--- src/rtl/txsrc_pkg.sv ---
package txsrc_pkg;

  typedef enum logic [1:0] {
    PAT_DATA  = 2'b00,
    PAT_MARK  = 2'b01,
    PAT_SPACE = 2'b10,
    PAT_ALT   = 2'b11
  } tx_pat_e;

  // Bit that enters the symbol: a fixed pattern wins over either data source.
  function automatic logic pick_bit(input tx_pat_e pat, input logic use_host,
                                    input logic pin_bit, input logic host_bit,
                                    input logic alt_bit);
    logic b;
    unique case (pat)
      PAT_MARK:  b = 1'b1;
      PAT_SPACE: b = 1'b0;
      PAT_ALT:   b = alt_bit;
      default:   b = use_host ? host_bit : pin_bit;
    endcase
    return b;
  endfunction

endpackage

--- src/rtl/txsrc_bit_timer.sv ---
module txsrc_bit_timer #(
  parameter int unsigned CLKS_PER_BIT = 8
) (
  input  logic clk,
  input  logic rst_n,
  output logic bit_end
);
  localparam int unsigned PH_W = (CLKS_PER_BIT > 1) ? $clog2(CLKS_PER_BIT) : 1;
  localparam logic [PH_W-1:0] PH_LAST = PH_W'(CLKS_PER_BIT - 1);

  logic [PH_W-1:0] ph_q;

  // The last clock of a frame sits mid-way through a data bit delayed by half a bit.
  always_ff @(posedge clk or negedge rst_n) begin
    if (!rst_n)               ph_q <= '0;
    else if (ph_q == PH_LAST) ph_q <= '0;
    else                      ph_q <= ph_q + 1'b1;
  end

  assign bit_end = (ph_q == PH_LAST);
endmodule

--- src/rtl/txsrc_data_sel.sv ---
module txsrc_data_sel
  import txsrc_pkg::*;
(
  input  logic       clk,
  input  logic       rst_n,
  input  logic       bit_end,
  input  logic [1:0] tx_pat,
  input  logic       src_alt,
  input  logic       ser_in,
  input  logic       host_bit,
  output logic       smp_bit
);
  logic alt_q;

  // Alternating source: starts at one, advances on every sampled bit.
  always_ff @(posedge clk or negedge rst_n) begin
    if (!rst_n)       alt_q <= 1'b1;
    else if (bit_end) alt_q <= ~alt_q;
  end

  assign smp_bit = pick_bit(tx_pat_e'(tx_pat), src_alt, ser_in, host_bit, alt_q);
endmodule

--- src/rtl/txsrc_symbol_asm.sv ---
module txsrc_symbol_asm #(
  parameter int unsigned SYM_W = 4
) (
  input  logic             clk,
  input  logic             rst_n,
  input  logic             bit_end,
  input  logic             smp_bit,
  input  logic             quad_mode,
  output logic [SYM_W-1:0] sym,
  output logic             sym_vld,
  output logic             baud_clk,
  output logic             baud_rise
);
  localparam int unsigned HALF_W = SYM_W / 2;
  localparam int unsigned CNT_W  = $clog2(SYM_W);

  logic [CNT_W-1:0] cnt_q, cnt_nxt, last_idx, half_idx;
  logic [SYM_W-2:0] sh_q;
  logic [SYM_W-1:0] sym_q;
  logic             vld_q, baud_q;

  function automatic logic [SYM_W-1:0] pack_sym(input logic quad,
                                                input logic [SYM_W-2:0] early,
                                                input logic newest);
    logic [SYM_W-1:0] s;
    if (quad) s = {early, newest};
    else      s = {{HALF_W{1'b0}}, early[HALF_W-2:0], newest};
    return s;
  endfunction

  assign last_idx  = quad_mode ? CNT_W'(SYM_W - 1) : CNT_W'(HALF_W - 1);
  assign half_idx  = quad_mode ? CNT_W'(SYM_W / 2) : CNT_W'(HALF_W / 2);
  assign baud_rise = bit_end && (cnt_q == last_idx);
  assign cnt_nxt   = !bit_end ? cnt_q : (baud_rise ? '0 : cnt_q + 1'b1);

  always_ff @(posedge clk or negedge rst_n) begin
    if (!rst_n) begin
      cnt_q  <= '0;
      sh_q   <= '0;
      sym_q  <= '0;
      vld_q  <= 1'b0;
      baud_q <= 1'b1;
    end else begin
      cnt_q  <= cnt_nxt;
      baud_q <= (cnt_nxt < half_idx);
      vld_q  <= baud_rise;
      if (bit_end)   sh_q  <= {sh_q[SYM_W-3:0], smp_bit};
      if (baud_rise) sym_q <= pack_sym(quad_mode, sh_q, smp_bit);
    end
  end

  assign sym      = sym_q;
  assign sym_vld  = vld_q;
  assign baud_clk = baud_q;
endmodule

--- src/rtl/txsrc_baud_latch.sv ---
module txsrc_baud_latch #(
  parameter int unsigned CLKS_PER_BIT = 8,
  parameter int unsigned SYM_W        = 4
) (
  input  logic             clk,
  input  logic             rst_n,
  input  logic             ser_in,
  input  logic             host_bit,
  input  logic             src_alt,
  input  logic [1:0]       tx_pat,
  input  logic             quad_mode,
  output logic             baud_clk,
  output logic [SYM_W-1:0] sym,
  output logic             sym_vld
);
  logic bit_end;
  logic smp_bit;
  logic baud_rise;

  txsrc_bit_timer #(.CLKS_PER_BIT(CLKS_PER_BIT)) u_timer (
    .clk     (clk),
    .rst_n   (rst_n),
    .bit_end (bit_end)
  );

  txsrc_data_sel u_sel (
    .clk      (clk),
    .rst_n    (rst_n),
    .bit_end  (bit_end),
    .tx_pat   (tx_pat),
    .src_alt  (src_alt),
    .ser_in   (ser_in),
    .host_bit (host_bit),
    .smp_bit  (smp_bit)
  );

  txsrc_symbol_asm #(.SYM_W(SYM_W)) u_asm (
    .clk       (clk),
    .rst_n     (rst_n),
    .bit_end   (bit_end),
    .smp_bit   (smp_bit),
    .quad_mode (quad_mode),
    .sym       (sym),
    .sym_vld   (sym_vld),
    .baud_clk  (baud_clk),
    .baud_rise (baud_rise)
  );
endmodule

--- config.mk ---
export PLATFORM = sky130hd
export DESIGN_NAME = txsrc_baud_latch
export DESIGN_NICKNAME = d
export VERILOG_FILES = /design/src/rtl/txsrc_pkg.sv /design/src/rtl/txsrc_bit_timer.sv /design/src/rtl/txsrc_data_sel.sv /design/src/rtl/txsrc_symbol_asm.sv /design/src/rtl/txsrc_baud_latch.sv
export SDC_FILE = /design/constraint.sdc
export NUM_CORES = 1
export LEC_CHECK = 0
export BUFFER_PORTS_ARGS = -buffer_cell sky130_fd_sc_hd__clkbuf_2
export CAP_MARGIN = 25
export CORE_AREA = 2 2 39 41
export CTS_BUF_LIST = sky130_fd_sc_hd__clkbuf_4
export DETAILED_ROUTE_END_ITERATION = 8
export DIE_AREA = 0 0 41 43
export GPL_TIMING_DRIVEN = 0
export PLACE_DENSITY = 0.78
export SETUP_SLACK_MARGIN = 0.1
export SYNTH_ARGS = -nofsm -noshare
export SYNTH_HDL_FRONTEND = slang
export SYNTH_SLANG_ARGS = --single-unit
--- constraint.sdc ---
create_clock -name clk -period 2.41 [get_ports clk]
set_input_delay 0.6025 -clock clk [delete_from_list [all_inputs] [get_ports clk]]
set_output_delay 0.6025 -clock clk [all_outputs]
set_load 0.02 [all_outputs]
==> impl_results.md <==
* Cell variety after synth at 22
* DR WL/cell at 14.04 um
* Flop pwr share at 56.7%
* Max_cap viols at 0
* Final total power at 0.0004840 W
* Share of layout cells above drive strength 1 at 41.79%
* Fmax at 0.5830 GHz
* Root Driver: clkbuf_4
* DPL Wire Length at 839.3 um
* Leak pwr at 0.4076 nW
* Status: complete, no violations
* CTS Buffer Depth at 2
* DR DRC count at 0
* Fill cells at 127
* Gr usage total at 17.33%
* CTS Buf Count at 3
* Clock slew at reported path FFs at 90 ps
* Via count at 418
* Commonest non-fill, non-tap cells in the layout: clkbuf_2, dfrtp_1, inv_1, clkbuf_4
* Uppermost layer routed: met4
* Worst setup SP type: flip-flop
* Row cnt at 14
* Core box area at 0.001384 mm^2
* CP max FO at 9
* Worst-margin pin slew at 362.9 ps
* Syn-to-layout area delta at 17.52%
* Die ar. at 0.001763 mm^2
* Post-synthesis net count at 61
* Crit path DAT at 1940 ps
* CTS tree: built
* Largest net degree at the start of global routing at 16
* CTS Sinks at 15
* Finish-stage setup viols at 0
* Cts repair resizes at 0
* CTS Hold Bufs at 0
* Clk_skew at 2.882 ps
* Post-CTS Setup Inserts at 0
* WL met1 at 471 um
* NetSw at 0.0001174 W
* Cell-internal power at 0.0003665 W
* Die Width at 41 um
* I/O Pins at 14
* # H-tree levels at 1
* Final antenna-violating net count at 0
* Synth Register Bits at 15
* Final WL at 1165 um
* Min Tclk post-route at 1715 ps
* Count of final max-slew check failures at 0
* Worst path required time at 2640 ps
* Syn. warnings at 0
* Crit path kind: flip-flop to flip-flop
* DRT Pass-1 Iters at 4
* First-pass GRT wire length at 1869 um
* Vias in the first global route at 402
* Initial antenna violation count at 0
* Starting Density at 47.47%
* Reg2Reg Depth at 9
* Fin crit share at 71.18%
* WL met3 at 32 um
* Power Density at 626.9 mW/mm^2
* Total grt overflow at 0
* Antenna Cells at 0
* Number of port buffers at 13
* Mapped cell area at 656.9 um^2
* RSZ-0062 raised after global routing: no
* Fin. Hold Viols at 0
* Logic pwr share at 11.4%
* Maximum vdd drop at 356.5 uV
* Syn avg cell area at 13.14 um^2
* Die Span Y at 43 um
* Max-slew headroom at 75.81%
* Met2 Wirelength at 619 um
* Skew-Pair Late Insertion Delay at 280 ps
* Type of the worst min-delay path: primary input to asynchronous set/reset pin
* Crit path capture type: flip-flop
* Seq/Total Area, Yosys at 57.52%
* Initial DRC Count at 6
* Nets at 79
* DR vias/cell at 5.036
* Synth Instances at 50
* Clock share of power at 31.9%
* Final GP Congestion at 0.7554
* Setup TNS at 0 ps
* Net Sw Frac at 24.27%
worst paths after layout:
kind                            startpoint               to  slack (ps)
setup / recovery           u_timer.ph_q[0]   u_asm.baud_clk         690
hold / removal                       rst_n     u_asm.sym[3]         210
setup reg to reg           u_timer.ph_q[0]   u_asm.baud_clk         690
hold reg to reg            u_timer.ph_q[0]  u_timer.ph_q[0]         430
max in group asynchronous            rst_n      u_sel.alt_q        1890
min in group clk           u_timer.ph_q[0]  u_timer.ph_q[0]         430
worst max-delay path, stage by stage (launching register included):
cell	delay [ps]
dfrtp_1	390
ha_1	200
ha_1	190
buf_6	150
nand2_4	80
nand2_1	50
o21ai_0	130
ha_1	290
o21a_1	100
nor2_1	80
cells in the mapped netlist:
cell type | number | area share [%]
dfrtp_1 | 13 | 50
inv_1 | 4 | 2.3
ha_1 | 3 | 5.7
mux2_2 | 3 | 5.1
nand2_1 | 3 | 1.7
a22o_1 | 2 | 2.7
dfstp_2 | 2 | 8.0
mux2_4 | 2 | 4.6
nand2b_1 | 2 | 1.9
nor2_1 | 2 | 1.1
o22ai_1 | 2 | 1.9
xor2_1 | 2 | 2.7
a21boi_0 | 1 | 1.1
a21oi_1 | 1 | 0.76
and2b_2 | 1 | 1.3
and3b_4 | 1 | 1.9
buf_6 | 1 | 1.7
mux2i_1 | 1 | 1.5
nand2_4 | 1 | 1.7
nand3_1 | 1 | 0.76
o21a_1 | 1 | 1.1
o21ai_0 | 1 | 0.76
registers in the layout, summed over array words and instances, names as in the netlist:
name / count
u_asm.sym: 4
u_asm.sh_q: 3
u_timer.ph_q: 3
u_asm.cnt_q: 2
u_asm.baud_clk: 1
u_asm.sym_vld: 1
u_sel.alt_q: 1
layer usage:
metal | up-vias | track usage (%)
met2 | 8 | 25.62
li1 | 208 | -
met4 | 0 | 14.00
met3 | 4 | 3.141
met5 | - | 0
met1 | 198 | 20.69
power groups by stage:
stage | logic, W | registers [W] | clock network (W)
after floorplan | 0.0000222 | 0.000288 | 0
after global placement | 0.0000527 | 0.000278 | 0
after detailed placement | 0.0000555 | 0.000279 | 0
after CTS | 0.0000561 | 0.000275 | 0.000158
after global routing | 0.0000600 | 0.000277 | 0.000171
final | 0.0000552 | 0.000275 | 0.000154
cell families (layout without fill, tap and decap cells):
group | Yosys count | after routing | synth area share, %
adders and majority gates | 3 | 3 | 5.715
muxes | 6 | 6 | 11.24
xor gates and xnor gates | 2 | 2 | 2.667
and+or+nand+nor | 11 | 11 | 10.48
AOI/OAI and AO/OA | 8 | 8 | 8.381
DFF | 15 | 15 | 57.52
buffers and inverters | 5 | 22 | 3.999
stage by stage:
stage	hold slack, ps	setup WS [ps]	instances	cell area [um^2]	util [%]
3_3_place_gp	423.8	759.1	79	742.0	53.62
2_1_floorplan	306.9	850.5	50	656.9	-
4_1_cts	216.8	673.2	83	772.0	55.79
3_5_place_dp	429.2	704.6	79	742.0	53.62
6_report	208.5	694.6	83	772.0	55.79
5_1_grt	225.9	566.0	83	772.0	55.79
layout make-up:
cell class	instances	area [um^2]	share of cell area [%]
Clock buffer	4	30.03	3.890
Multi-Input combinational cell	30	252.7	32.74
Timing Repair Buffer	13	65.06	8.428
Buffer	1	11.26	1.459
Sequential cell	15	377.9	48.95
Tap cell	16	20.02	2.593
Inverter	4	15.01	1.945
Power figures use the tool's default switching activity.
